**src/rtl/lsc_pkg.sv**
```systemverilog
package lsc_pkg;

    localparam int CMD_W   = 3;
    localparam int STATE_W = 3;

    // switch state; the numeric values are the reported state code
    typedef enum logic [STATE_W-1:0] {
        SW_OFF   = 3'd0,
        SW_TALK  = 3'd1,
        SW_RING  = 3'd2,
        SW_MBB   = 3'd3,
        SW_DRAIN = 3'd4,
        SW_BAD   = 3'd5
    } sw_state_e;

    typedef enum logic [1:0] {
        LK_DOWN  = 2'd0,
        LK_WAIT  = 2'd1,
        LK_ARMED = 2'd2
    } lock_state_e;

    typedef enum logic [2:0] {
        TGT_OFF  = 3'd0,
        TGT_TALK = 3'd1,
        TGT_RING = 3'd2,
        TGT_BAD  = 3'd3,
        TGT_HOLD = 3'd4
    } target_e;

    typedef struct packed {
        logic brk;
        logic rret;
        logic ring;
        logic tst;
    } drive_t;

    // command codes, ordered {ring, test_in, test_out}
    localparam logic [CMD_W-1:0] CODE_TALK    = 3'b000;
    localparam logic [CMD_W-1:0] CODE_RING    = 3'b100;
    localparam logic [CMD_W-1:0] CODE_OFF     = 3'b101;
    localparam logic [CMD_W-1:0] CODE_ALT_OFF = 3'b111;

endpackage

```
**src/rtl/lsc_lockout.sv**
```systemverilog
module lsc_lockout
    import lsc_pkg::*;
(
    input  logic        clk,
    input  logic        rst_n,
    input  logic        supply_ok,
    input  logic        latch_hold,
    output lock_state_e lk_state,
    output logic        cmd_live,
    output logic        cmd_freeze
);

    lock_state_e lk_q;
    lock_state_e lk_d;

    // state register
    always_ff @(posedge clk or negedge rst_n) begin
        if (!rst_n) begin
            lk_q <= LK_DOWN;
        end else begin
            lk_q <= lk_d;
        end
    end

    // next state
    always_comb begin
        lk_d = lk_q;
        if (!supply_ok) begin
            lk_d = LK_DOWN;
        end else begin
            unique case (lk_q)
                LK_DOWN:  lk_d = latch_hold ? LK_WAIT : LK_ARMED;
                LK_WAIT:  lk_d = latch_hold ? LK_WAIT : LK_ARMED;
                LK_ARMED: lk_d = LK_ARMED;
                default:  lk_d = LK_DOWN;
            endcase
        end
    end

    // qualifiers for the command decoder
    always_comb begin
        cmd_live   = supply_ok && !latch_hold;
        cmd_freeze = supply_ok && latch_hold && (lk_q == LK_ARMED);
        lk_state   = lk_q;
    end

    // a lockout still waiting with latch high never arms on the next edge

    wait_hold_chk: assert property (@(posedge clk) disable iff (!rst_n)
        (lk_q == LK_WAIT && supply_ok && latch_hold) |=> (lk_q == LK_WAIT));

endmodule

```
**src/rtl/lsc_decode.sv**
```systemverilog
module lsc_decode
    import lsc_pkg::*;
#(
    parameter bit ALT_OFF_EN = 1'b0
) (
    input  logic [CMD_W-1:0] cmd,
    input  logic             cmd_live,
    input  logic             cmd_freeze,
    input  logic             shut_n,
    output target_e          tgt
);

    logic alt_hit;

    generate
        if (ALT_OFF_EN) begin : g_alt_off
            assign alt_hit = (cmd == CODE_ALT_OFF);
        end else begin : g_no_alt_off
            assign alt_hit = 1'b0;
        end
    endgenerate

    always_comb begin
        tgt = TGT_OFF;
        if (!shut_n) begin
            tgt = TGT_OFF;
        end else if (cmd_freeze) begin
            tgt = TGT_HOLD;
        end else if (!cmd_live) begin
            tgt = TGT_OFF;
        end else begin
            case (cmd)
                CODE_TALK: tgt = TGT_TALK;
                CODE_RING: tgt = TGT_RING;
                CODE_OFF:  tgt = TGT_OFF;
                default:   tgt = alt_hit ? TGT_OFF : TGT_BAD;
            endcase
        end
    end

endmodule

```
**src/rtl/lsc_switch_fsm.sv**
```systemverilog
module lsc_switch_fsm
    import lsc_pkg::*;
(
    input  logic      clk,
    input  logic      rst_n,
    input  target_e   tgt,
    input  logic      zc_pulse,
    input  logic      force_clr,
    output sw_state_e sw_state,
    output drive_t    drv
);

    sw_state_e state_q;
    sw_state_e state_d;
    logic      ring_wait;

    // state register
    always_ff @(posedge clk or negedge rst_n) begin
        if (!rst_n) begin
            state_q <= SW_OFF;
        end else begin
            state_q <= state_d;
        end
    end

    // next state
    always_comb begin
        ring_wait = (state_q == SW_RING || state_q == SW_MBB || state_q == SW_DRAIN)
                    && !zc_pulse;
        state_d   = state_q;
        if (force_clr) begin
            state_d = SW_OFF;
        end else begin
            unique case (tgt)
                TGT_HOLD: begin
                    if (state_q == SW_MBB && zc_pulse) begin
                        state_d = SW_TALK;
                    end else if (state_q == SW_DRAIN && zc_pulse) begin
                        state_d = SW_OFF;
                    end else begin
                        state_d = state_q;
                    end
                end
                TGT_RING: state_d = SW_RING;
                TGT_TALK: state_d = ring_wait ? SW_MBB   : SW_TALK;
                TGT_OFF:  state_d = ring_wait ? SW_DRAIN : SW_OFF;
                TGT_BAD:  state_d = ring_wait ? SW_DRAIN : SW_BAD;
                default:  state_d = SW_OFF;
            endcase
        end
    end

    // outputs
    always_comb begin
        drv = '0;
        unique case (state_q)
            SW_OFF:   drv = '0;
            SW_TALK:  drv = '{brk: 1'b1, rret: 1'b0, ring: 1'b0, tst: 1'b0};
            SW_RING:  drv = '{brk: 1'b0, rret: 1'b1, ring: 1'b1, tst: 1'b0};
            SW_MBB:   drv = '{brk: 1'b1, rret: 1'b0, ring: 1'b1, tst: 1'b0};
            SW_DRAIN: drv = '{brk: 1'b0, rret: 1'b0, ring: 1'b1, tst: 1'b0};
            SW_BAD:   drv = '0;
            default:  drv = '0;
        endcase
        sw_state = state_q;
    end


    ring_release_chk: assert property (@(posedge clk) disable iff (!rst_n)
        $fell(drv.ring) |-> ($past(zc_pulse) || $past(force_clr)));


    mbb_overlap_chk: assert property (@(posedge clk) disable iff (!rst_n)
        (state_q == SW_RING && tgt == TGT_TALK && !zc_pulse && !force_clr)
        |=> (drv.brk && drv.ring));

endmodule

```
**src/rtl/line_switch_ctrl.sv**
```systemverilog
module line_switch_ctrl
    import lsc_pkg::*;
#(
    parameter bit ALT_OFF_EN = 1'b0
) (
    input  logic               clk,
    input  logic               rst_n,
    input  logic               cmd_ring,
    input  logic               cmd_test_in,
    input  logic               cmd_test_out,
    input  logic               latch_hold,
    input  logic               shut_n,
    input  logic               supply_ok,
    input  logic               zc_pulse,
    output logic               brk_en,
    output logic               rret_en,
    output logic               ring_en,
    output logic               tst_en,
    output logic [STATE_W-1:0] state_code
);

    lock_state_e lk_state;
    logic        cmd_live;
    logic        cmd_freeze;
    target_e     tgt;
    sw_state_e   sw_state;
    drive_t      drv;

    lsc_lockout u_lockout (
        .clk        (clk),
        .rst_n      (rst_n),
        .supply_ok  (supply_ok),
        .latch_hold (latch_hold),
        .lk_state   (lk_state),
        .cmd_live   (cmd_live),
        .cmd_freeze (cmd_freeze)
    );

    lsc_decode #(
        .ALT_OFF_EN (ALT_OFF_EN)
    ) u_decode (
        .cmd        ({cmd_ring, cmd_test_in, cmd_test_out}),
        .cmd_live   (cmd_live),
        .cmd_freeze (cmd_freeze),
        .shut_n     (shut_n),
        .tgt        (tgt)
    );

    lsc_switch_fsm u_fsm (
        .clk        (clk),
        .rst_n      (rst_n),
        .tgt        (tgt),
        .zc_pulse   (zc_pulse),
        .force_clr  (!supply_ok),
        .sw_state   (sw_state),
        .drv        (drv)
    );

    always_comb begin
        brk_en     = drv.brk;
        rret_en    = drv.rret;
        ring_en    = drv.ring;
        tst_en     = drv.tst;
        state_code = sw_state;
    end


    supply_off_chk: assert property (@(posedge clk) disable iff (!rst_n)
        !supply_ok |=> (!brk_en && !rret_en && !ring_en && !tst_en));


    lockout_off_chk: assert property (@(posedge clk) disable iff (!rst_n)
        (supply_ok && latch_hold && lk_state != LK_ARMED) |=> (state_code == SW_OFF));


    shutdown_chk: assert property (@(posedge clk) disable iff (!rst_n)
        (!shut_n && supply_ok) |=> (!brk_en && !rret_en && !tst_en));


    ring_return_excl_chk: assert property (@(posedge clk) disable iff (!rst_n)
        !(brk_en && rret_en));

endmodule

```
**config.mk**
```make
export PLATFORM = sky130hd
export DESIGN_NAME = line_switch_ctrl
export DESIGN_NICKNAME = d
export VERILOG_FILES = /design/src/rtl/lsc_pkg.sv /design/src/rtl/lsc_lockout.sv /design/src/rtl/lsc_decode.sv /design/src/rtl/lsc_switch_fsm.sv /design/src/rtl/line_switch_ctrl.sv
export SDC_FILE = /design/constraint.sdc
export NUM_CORES = 1
export LEC_CHECK = 0
export ABC_AREA = 1
export CORE_AREA = 3 3 40 42
export CTS_BUF_LIST = sky130_fd_sc_hd__clkbuf_4
export CTS_CLUSTER_DIAMETER = 100
export CTS_CLUSTER_SIZE = 10
export DETAILED_ROUTE_END_ITERATION = 12
export DIE_AREA = 0 0 43 45
export PLACE_DENSITY = 0.66
export SKIP_LAST_GASP = 1
export SYNTH_ARGS = -nofsm -noshare
export SYNTH_HDL_FRONTEND = slang
export SYNTH_SLANG_ARGS = --single-unit
```
**constraint.sdc**
```tcl
create_clock -name clk -period 2.48 [get_ports clk]
set_input_delay 0.248 -clock clk [delete_from_list [all_inputs] [get_ports clk]]
set_output_delay 0.248 -clock clk [all_outputs]
set_load 0.005 [all_outputs]
```
# After elaboration in Yosys (flattened, before gate mapping)
# Index checks and enable logic that the tools add are counted.
# totals
out_inout_bits	7
elab_cells	44
inputBits	9
regBits	5
# classes
reduce_logical	14
n_eq_ne	13
muxes	15
# ops
cell	n
two-way mux 3 bit	7
case mux 4 bit (4 select lines)	1
case mux 3 bit (5 select lines)	1
== test 3 x 2 -> 1 bit (second input constant)	4
== test 3 bit (second input constant)	4
== test 3 x 1 -> 1 bit (second input constant)	2
logical AND 1 bit	6
logical NOT 3 bit	2
two-way mux 2 bit	3
case mux 2 bit (3 select lines)	1
inequality test 4 x 2 -> 1 bit (second input constant)	1
case mux 2 bit (2 select lines)	1
== test 2 x 1 -> 1 bit (second input constant)	1
== test 2 bit (second input constant)	1
logical NOT 1 bit	2
logical NOT 2 bit	1
logical OR 1 bit	2
OR reduction 2 bit	1
two-way mux 1 bit	1

# Logic depth before layout (Yosys ltp)
# Gate-level depths: netlist of run 1.
# logic_depth
depth_word	8
depth_mapped	8
ltp_nobuf	8

# Hierarchy
# A second synthesis of run 1 with hierarchy kept.
# unflattened
hier_cells	76
area_unflattened_um2	439.2
# modules_own_cells
mod	area_per_inst_um2	seq_area_each_um2	cells_each	instances
lsc_switch_fsm	282.8	75.1	48	1
lsc_lockout	102.6	50.0	16	1
lsc_decode	50.0	0.0	11	1
line_switch_ctrl	3.8	0.0	1	1

# Worst setup path before layout of run 1
# OpenSTA, ideal clock, no wires.
# synth_timing
path_type	register to register
start	register u_fsm.state_q[1] (netlist: u_fsm.sw_state[1])
end	register u_fsm.state_q[2] (netlist: u_fsm.sw_state[2])
path_buffers	0
required_time_ps	2415
synth_period_minus_slack_ps	953
stages_incl_launch_ff	8
path_slack_ps	1527
setup_time_ps	65
t_arrival_ps	888
path_cell_list	dfrtp_1 > nor2_1 > nand2_1 > nand2_2 > nand2_1 > nand2_1 > nand3_1 > nand2_1
# synth_between
elab_chain_len	7
word_cells_on_any_way	13
cone_classes	eq/ne: 4; mux: 4; reduce/logical: 5
# synth_lines
element	line	rtl
start: declaration	lsc_switch_fsm.sv:13	sw_state_e state_q;
start signal: assignment	lsc_switch_fsm.sv:22	state_q <= state_d;
== test 3 x 2 -> 1 bit, on equally long branches	lsc_switch_fsm.sv:28, lsc_switch_fsm.sv:36	
logical OR 1 bit (2 in series)	lsc_switch_fsm.sv:28	ring_wait = (state_q == SW_RING || state_q == SW_MBB || state_q == SW_DRAIN)
logical AND 1 bit	lsc_switch_fsm.sv:29	&& !zc_pulse;
two-way mux 3 bit	lsc_switch_fsm.sv:46	TGT_OFF: state_d = ring_wait ? SW_DRAIN : SW_OFF;
case mux 3 bit (5 select lines)	lsc_switch_fsm.sv:34	unique case (tgt)
two-way mux 3 bit	lsc_switch_fsm.sv:31	if (force_clr) begin
# Parallel ways exist; a longest one is shown, timed or not.
# A chain may end at the register's enable or synchronous reset.

# Worst setup path after layout of run 1
# layout_timing
start	register u_fsm.state_q[2] (netlist: u_fsm.sw_state[2])
end	output rret_en
# layout_between
elab_chain_len	2
word_cells_on_any_way	5
cone_classes	eq/ne: 4; mux: 1
# layout_lines
element	line	rtl
== test 3 bit, or another cell as far along	lsc_switch_fsm.sv:56	unique case (state_q)
case mux 4 bit (4 select lines) *	lsc_switch_fsm.sv:56	
end: declaration	line_switch_ctrl.sv:16	output logic rret_en,
# Every way passes the cells marked *; elsewhere a longest branch is shown, timed or not.

==> results of run 1 <==
[metal layers]
layer  up-vias  global-route usage, %  routed length [um]
met1       175                   10.0                 303
met5         -                      0                   0
met2         8                   14.4                 380
met3         0                      0                  38
li1        217                      -                   -
met4         0                   7.23                   0
[cell usage after synthesis, drive strengths merged]
cell type | count | share of area [%]
nand2 | 23 | 24
nand3 | 9 | 13
buf | 1 | 1.9
dfrtp | 5 | 32
a21oi | 1 | 1.3
conb | 1 | 0.97
inv | 10 | 9.7
o211ai | 1 | 1.9
and2 | 1 | 1.9
nor2 | 8 | 12
or2 | 1 | 1.6
[cells by family (layout without fill, tap and decap cells)]
kind of cell,Yosys count,in the layout,share of synthesized area (%)
other,1,1,0.970
buffers and inverters,11,28,11.7
AO/OA/AOI/OAI,2,2,3.24
flip-flops,5,5,32.4
AND/OR/NAND/NOR,42,42,51.8
[critical path: cells and delay by family, from the launching register on]
kind                   cells  cell delay [ns]
buffers and inverters      2             0.60
AND/OR/NAND/NOR            2             0.17
flip-flops                 1             0.42
[layout make-up]
cell class / count / area, sq um / area share, %
Clock buffer: 4 / 30.0 / 5.29
Inverter: 10 / 37.5 / 6.61
Sequential cell: 5 / 125 / 22.0
Multi-Input combinational cell: 45 / 216 / 38.1
Tap cell: 15 / 18.8 / 3.30
Timing Repair Buffer: 14 / 140 / 24.7
[through the flow]
step                      util, %  setup WS, ns  hold WS [ns]  cell area [sq um]  total power [W]
after global placement       41.9          1.04         0.436                538         0.000133
after floorplan                 -          1.53       -0.0476                387         0.000110
after CTS                    44.2         0.790         0.239                568         0.000237
after detailed placement     41.9          1.04         0.439                538         0.000133
after global routing         44.2         0.680         0.247                568         0.000249
final                        44.2         0.812         0.237                568         0.000233
[flip-flops by register name, indices dropped and copies added, names as in the netlist]
register / count
u_lockout.lk_state: 2
u_fsm.sw_state: 3
[worst min-delay path by stage]
stage,startpoint,to,slack [ns],cells after the start
3_3_place_gp,u_lockout.lk_state[1]$_DFF_PN0_,u_lockout.lk_state[0]$_DFF_PN0_,0.44,1
4_1_cts,rst_n,u_fsm.sw_state[2]$_DFFE_PN0P_,0.24,1
6_report,rst_n,u_fsm.sw_state[2]$_DFFE_PN0P_,0.24,1
3_5_place_dp,u_lockout.lk_state[1]$_DFF_PN0_,u_lockout.lk_state[0]$_DFF_PN0_,0.44,1
5_1_grt,rst_n,u_lockout.lk_state[1]$_DFF_PN0_,0.25,1
2_1_floorplan,rst_n,u_fsm.sw_state[0]$_DFFE_PN0P_,-0.05,0
[power by group through the flow]
| stage | Sequential [W] | Combinational [W] | Clock [W] |
|---|---|---|---|
| 2_1_floorplan | 0.0000888 | 0.0000207 | 0 |
| 3_3_place_gp | 0.0000891 | 0.0000436 | 0 |
| 5_1_grt | 0.0000886 | 0.0000490 | 0.000111 |
| 3_5_place_dp | 0.0000893 | 0.0000439 | 0 |
| 4_1_cts | 0.0000881 | 0.0000441 | 0.000104 |
| 6_report | 0.0000881 | 0.0000434 | 0.000101 |
==> results.py, run 1 <==
metrics = {
    "outcome": {
        "status": "finished clean",
    },
    "floorplanning": {
        "fp.dieH_um": 45,
        "core_sq_um": 1280,
        "die-area_sq_um": 1940,
        "initial_core_util_pct": 30.1,
        "rows": 13,
        "die_w_um": 43,
        "pin_count": 16,
    },
    "timing": {
        "layout_min_cycle_time_ns": 1.67,
        "period_share_pct": 67.2,
        "report.final.slew_viol_count": 0,
        "rsz0062_at_grt": "no",
        "max_freq_mhz": 600,
        "finalSetupViolations": 0,
        "fin_skew_ns": 0.00191,
        "final.setup.tns_ns": 0,
        "final_hold_viol_count": 0,
    },
    "place": {
        "dp_cells": 89,
        "finalWeightedCongestion": 0.714,
        "dp_hpwl_um": 610,
        "port_buffers": 14,
    },
    "power": {
        "combPwrFrac_pct": 18.7,
        "power.share.switching_pct": 22.7,
        "clockPowerShare_pct": 43.5,
        "power.switching_w": 0.0000528,
        "p_per_area_nw_per_um2": 410,
        "seqPwrFrac_pct": 37.9,
        "p_leak_nw": 0.298,
        "peakVddDrop_mv": 0.191,
        "intPower_w": 0.000180,
    },
    "layout": {
        "fin_nets": 88,
        "layout-drive-gt1-share_pct": 14.1,
        "fillers": 146,
        "syn_to_final_growth_pct": 46.9,
        "layout_commonest_cell": "nand2_1",
        "instances_no_fill": 93,
        "diodes": 0,
        "final_cell_mix": "nand2_1, clkdlybuf4s50_1, inv_1",
    },
    "critical_path": {
        "critical_path.slowest_cell": "clkdlybuf4s50_1",
        "path_cells": "inv_1 -> nand2_1 -> nor2_1 -> clkdlybuf4s50_1",
        "r2r-start": "u_fsm.sw_state[1]$_DFFE_PN0P_",
        "r2r-end": "u_fsm.sw_state[2]$_DFFE_PN0P_",
        "worst_path_largest_cell_delay_ns": 0.51,
        "r2r_cells": 7,
        "worstPathRequired_ns": 2.23,
        "crit_path_start": "u_fsm.sw_state[2]$_DFFE_PN0P_",
        "critical_path.endpoint": "rret_en",
        "rrSetupSlack_ns": 1.46,
        "cp-start-kind": "flop",
        "crit_path_end_kind": "primary output",
        "path_max_fanout": 5,
        "path_class": "flop to primary output",
        "worst_ep_arrival_time_ns": 1.42,
    },
    "cts": {
        "insertion_delay_ns": 0.23,
        "cts_root_buf": "clkbuf_4",
        "ctsResizeCount": 0,
        "path_clk_slew_ns": 0.04,
        "cts_tree": "built",
        "postCtsHoldBufs": 0,
        "cts_max_level": 1,
        "cts.sinks": 5,
        "clockBufferDepth": 2,
        "post-cts-setup-buffers": 0,
        "numCtsBuffers": 3,
    },
    "logic_synthesis": {
        "syn-num-nets": 70,
        "yosysWarnings": 0,
        "synth_cells": 61,
        "syn_area_per_cell_sq_um": 6.34,
        "ys_seq_area_share_pct": 32.4,
        "ys_ff_latch": 5,
        "yosysUniqueCellTypes": 14,
        "netlist_area_sq_um": 387,
    },
    "detailed_routing": {
        "final_antenna_net_count": 0,
        "finalWirelength_um": 722,
        "drc_errors": 0,
        "drtIter0Drc": 1,
        "viasPerCell": 4.30,
        "vias": 400,
        "firstDrtPassIters": 2,
        "post_drt_wl_per_cell_um": 7.76,
    },
    "grt": {
        "grt_pass1_vias": 327,
        "grt_pass1_wl_mm": 1.24,
        "antenna_found_initial": 0,
        "grt-ovfl-total": 0,
        "gr-usage-all-layers_pct": 8.45,
        "grt_max_degree": 7,
    },
    "run": {
        "drv_cap": 0,
    },
    "min_path": {
        "hold_class": "input pin to asynchronous set/reset pin",
    },
}
Note: power is estimated with default switching activity, not from simulation.
==> run 2, diff against run 1 <==
- PLACE_DENSITY: 0.66 -> 0.68
- clock period: 2.48 -> 1.5 ns (I/O delays scaled with it)
==> results.py, run 2 (synthesized netlist as in run 1, its figures left out) <==
metrics = {
    "timing": {
        "report.final.slew_viol_count": 0,
        "fin_skew_ns": 0.00527,
        "setup_ws_ns": 0.0430,
        "rsz0062_at_grt": "no",
        "finalSetupViolations": 0,
        "final_hold_viol_count": 0,
        "layout_min_cycle_time_ns": 1.46,
        "max_freq_mhz": 686,
        "holdWs_ns": 0.127,
        "period_share_pct": 97.1,
    },
    "cts": {
        "numCtsBuffers": 3,
        "cts_root_buf": "clkbuf_4",
        "postCtsHoldBufs": 0,
        "cts_max_level": 1,
        "insertion_delay_ns": 0.25,
        "cts.sinks": 5,
        "path_clk_slew_ns": 0.04,
        "cts_tree": "built",
        "clockBufferDepth": 2,
    },
    "floorplanning": {
        "die-area_sq_um": 1940,
        "fp.dieH_um": 45,
        "core_sq_um": 1280,
        "initial_core_util_pct": 30.1,
        "rows": 13,
        "pin_count": 16,
        "die_w_um": 43,
    },
    "detailed_routing": {
        "viasPerCell": 4.43,
        "drtIter0Drc": 1,
        "drc_errors": 0,
        "final_antenna_net_count": 0,
        "vias": 443,
        "finalWirelength_um": 850,
        "firstDrtPassIters": 2,
        "post_drt_wl_per_cell_um": 8.50,
    },
    "layout": {
        "final_cell_mix": "nand2_1, clkdlybuf4s50_1, inv_1",
        "largest_register_ffs": 3,
        "instances_no_fill": 100,
        "stdcell_area_sq_um": 621,
        "layout-drive-gt1-share_pct": 21.2,
        "diodes": 0,
        "layout_commonest_cell": "nand2_1",
        "fillers": 132,
        "syn_to_final_growth_pct": 60.5,
        "fin_nets": 95,
    },
    "place": {
        "finalWeightedCongestion": 0.763,
        "place_ws_ns": 0.156,
        "post_dp_cell_area_sq_um": 538,
        "port_buffers": 14,
        "dp_hpwl_um": 660,
        "dp_cells": 89,
    },
    "critical_path": {
        "r2r_cells": 8,
        "crit_path_start": "u_fsm.sw_state[2]$_DFFE_PN0P_",
        "rrSetupSlack_ns": 0.34,
        "worstPathRequired_ns": 1.35,
        "r2r-start": "u_fsm.sw_state[2]$_DFFE_PN0P_",
        "r2r-end": "u_fsm.sw_state[2]$_DFFE_PN0P_",
        "path_class": "flop to primary output",
        "path_max_fanout": 3,
        "worst_ep_arrival_time_ns": 1.31,
        "cp-start-kind": "flop",
        "crit_path_end_kind": "primary output",
    },
    "outcome": {
        "status": "finished clean",
    },
    "power": {
        "power_w": 0.000401,
        "p_per_area_nw_per_um2": 646,
        "p_leak_nw": 0.362,
        "peakVddDrop_mv": 0.531,
    },
    "min_path": {
        "hold_class": "input pin to asynchronous set/reset pin",
    },
    "grt": {
        "use_met1_pct": 9.78,
        "gr-usage-all-layers_pct": 10.3,
        "met3_usage_pct": 5.98,
        "grt_max_degree": 6,
        "busiest_layer": "met2",
        "grt_pass1_wl_mm": 1.38,
        "antenna_found_initial": 0,
        "grt_pass1_vias": 370,
        "grt-ovfl-total": 0,
        "grt_util_met2_pct": 16.2,
    },
    "run": {
        "drv_cap": 0,
    },
}
run 2: cell count changes in the layout (fill, tap and decap cells not counted):
cell             before  now
buf_4                 0    7
clkdlybuf4s50_1      14   11
dlygate4sd2_1         0    2
dlymetal6s2s_1        0    1
run 2: layer usage:
metal	vias to the layer above	routed length (um)
li1	230	-
met1	189	302
met5	-	0
met2	18	421
met4	0	38
met3	6	88
run 2: final cells by class:
cell class,instances,area (sq um),area share [%]
Multi-Input combinational cell,45,216,34.9
Sequential cell,5,125,20.2
Tap cell,15,18.8,3.02
Timing Repair Buffer,21,193,31.0
Inverter,10,37.5,6.05
Clock buffer,4,30.0,4.84
run 2: critical path, stage by stage (launching register included):
cell	delay, ns
dfrtp_1	0.37
buf_4	0.14
buf_4	0.13
nand2_1	0.09
nand2_2	0.07
dlygate4sd2_1	0.27
run 2: how the worst max path moves through the flow:
| stage | end | slack [ns] | depth (start not counted) |
|---|---|---|---|
| 5_1_grt | ring_en | 0.009 | 5 |
| 3_3_place_gp | ring_en | 0.20 | 4 |
| 2_1_floorplan | u_fsm.sw_state[2]$_DFFE_PN0P_ | 0.55 | 7 |
| 6_report | ring_en | 0.04 | 5 |
| 3_5_place_dp | ring_en | 0.16 | 4 |
| 4_1_cts | brk_en | -0.01 | 3 |
run 2: what timing repair did:
| action | in CTS | in global routing |
|---|---|---|
| resized for setup | 2 | 1 |
| setup endpoints to repair | 2 | 1 |
| setup buffers | 5 | 2 |
run 2: power breakdown:
part	internal, W	total, W	switching (W)
Combinational	0.0000436	0.0000811	0.0000375
Clock	0.000119	0.000176	0.0000571
Sequential	0.000141	0.000144	0.00000308
Total	0.000303	0.000401	0.0000976
run 2: metrics by stage:
stage	setup TNS (ns)	utilization, %
2_1_floorplan	0	-
3_3_place_gp	0	41.9
3_5_place_dp	0	41.9
4_1_cts	-0.0105	46.9
5_1_grt	0	48.3
6_report	0	48.3
==> run 3, diff against run 2 <==
--- a/config.mk
+++ b/config.mk
@@ -8,2 +8,3 @@
 export ABC_AREA = 1
+export CAP_MARGIN = 15
 export CORE_AREA = 3 3 40 42
==> constraint.sdc (replaced) <==
create_clock -name clk -period 1.5 [get_ports clk]
set_input_delay 0.3 -clock clk [delete_from_list [all_inputs] [get_ports clk]]
set_output_delay 0.3 -clock clk [all_outputs]
set_load 0.005 [all_outputs]
==> results.py, run 3 (synthesized netlist as in run 1, its figures left out) <==
metrics = {
    "detailed_routing": {
        "firstDrtPassIters": 2,
        "finalWirelength_um": 762,
        "post_drt_wl_per_cell_um": 7.70,
        "vias": 442,
        "drtIter0Drc": 4,
        "final_antenna_net_count": 0,
        "viasPerCell": 4.46,
        "drc_errors": 0,
    },
    "critical_path": {
        "path_class": "flop to primary output",
        "r2r_cells": 7,
        "worst-path-stages": 1,
        "worst_ep_arrival_time_ns": 1.13,
        "cp_num_buf_inv": 1,
        "cp-start-kind": "flop",
        "crit_family": "buffers and inverters",
        "worst_path_largest_cell_delay_ns": 0.52,
        "crit_path_start": "u_fsm.sw_state[0]$_DFFE_PN0P_",
        "critical_path.slowest_cell": "clkdlybuf4s50_1",
        "path_max_fanout": 4,
        "r2r-start": "u_fsm.sw_state[1]$_DFFE_PN0P_",
        "crit_path_end_kind": "primary output",
        "path_cells": "clkdlybuf4s50_1",
        "worstPathRequired_ns": 1.20,
    },
    "power": {
        "peakVddDrop_mv": 0.534,
        "power_w": 0.000392,
        "p_leak_nw": 0.353,
        "intPower_w": 0.000300,
        "combPwrFrac_pct": 19.5,
        "power.switching_w": 0.0000922,
        "seqPwrFrac_pct": 36.8,
        "power.share.switching_pct": 23.5,
        "p_per_area_nw_per_um2": 644,
        "clockPowerShare_pct": 43.7,
    },
    "place": {
        "finalWeightedCongestion": 0.763,
        "dp_cells": 91,
        "dp_hpwl_um": 627,
        "port_buffers": 14,
        "place_ws_ns": 0.0426,
    },
    "timing": {
        "final.setup.tns_ns": 0,
        "report.final.slew_viol_count": 0,
        "max_freq_mhz": 700,
        "fin_skew_ns": 0.000341,
        "holdWs_ns": 0.278,
        "final_hold_viol_count": 0,
        "finalSetupViolations": 0,
        "setup_ws_ns": 0.0708,
        "period_share_pct": 95.3,
        "rsz0062_at_grt": "no",
        "layout_min_cycle_time_ns": 1.43,
    },
    "layout": {
        "fillers": 137,
        "layout_commonest_cell": "nand2_1",
        "syn_to_final_growth_pct": 57.6,
        "diodes": 0,
        "fin_nets": 94,
        "final_cell_mix": "nand2_1, clkdlybuf4s50_1, inv_1",
        "layout-drive-gt1-share_pct": 26.2,
        "instances_no_fill": 99,
        "largest_register_ffs": 3,
    },
    "cts": {
        "postCtsHoldBufs": 0,
        "cts_max_level": 1,
        "cts_tree": "built",
        "numCtsBuffers": 3,
        "insertion_delay_ns": 0.24,
        "path_clk_slew_ns": 0.04,
        "cts_root_buf": "clkbuf_4",
        "clockBufferDepth": 2,
        "cts.sinks": 5,
    },
    "grt": {
        "grt_max_degree": 6,
        "grt-ovfl-total": 0,
        "gr-usage-all-layers_pct": 9.63,
        "grt_pass1_wl_mm": 1.28,
        "antenna_found_initial": 0,
        "grt_pass1_vias": 358,
    },
    "min_path": {
        "hold_class": "input pin to asynchronous set/reset pin",
    },
    "floorplanning": {
        "core_sq_um": 1280,
        "die_w_um": 43,
        "fp.dieH_um": 45,
        "die-area_sq_um": 1940,
        "rows": 13,
        "pin_count": 16,
        "initial_core_util_pct": 30.1,
    },
    "run": {
        "drv_cap": 0,
    },
    "outcome": {
        "status": "finished clean",
    },
}
==> run 3: per-layer routing <==
metal / up-vias / global-route usage, % / wire length (um)
li1: 229 / - / -
met3: 2 / 6.37 / 86
met1: 196 / 7.84 / 299
met5: - / 0 / 0
met2: 15 / 16.5 / 365
met4: 0 / 7.23 / 10
==> run 3: path summary, 6_finish.rpt <==
check	to	slack, ns
setup / recovery	state_code[0]	0.07
hold / removal	u_lockout.lk_state[1]$_DFF_PN0_	0.28
setup reg to reg	u_fsm.sw_state[0]$_DFFE_PN0P_	0.39
hold reg to reg	u_lockout.lk_state[0]$_DFF_PN0_	0.44
max in group asynchronous	u_fsm.sw_state[2]$_DFFE_PN0P_	1.04
min in group clk	u_lockout.lk_state[0]$_DFF_PN0_	0.44
==> run 3: timing repair <==
item                                    4_1_cts  5_1_grt
buffers inserted                              2        2
endpoints found under the setup margin        3        4
pin swaps                                     0        1
gates resized for setup                       3        8
==> run 3: worst reg2reg max path: stages, from the launching register on <==
cell	delay, ns
dfrtp_1	0.39
buf_4	0.14
buf_4	0.13
nand3_1	0.09
nand2_1	0.06
nand2_1	0.09
nand3_1	0.07
nand3_1	0.08
==> run 3: power by group through the flow <==
stage	Sequential (W)	Clock, W	Combinational (W)
after floorplan	0.000147	0	0.0000343
after global placement	0.000147	0	0.0000736
after detailed placement	0.000147	0	0.0000746
after CTS	0.000145	0.000183	0.0000758
after global routing	0.000145	0.000198	0.0000857
final	0.000144	0.000171	0.0000765
==> run 3: layout make-up <==
class	instances	area, sq um	area share (%)
clock buffers	4	30.0	4.93
repair buffers	20	176	29.0
multi-input cells	45	221	36.3
inverters	10	37.5	6.16
flip-flops and latches	5	125	20.5
well taps	15	18.8	3.08
==> run 3: stage by stage <==
stage / cell area [sq um] / util, %
after detailed placement: 553 / 43.0
final: 609 / 47.4
after floorplan: 387 / -
after global placement: 553 / 43.0
after CTS: 594 / 46.3
after global routing: 609 / 47.4
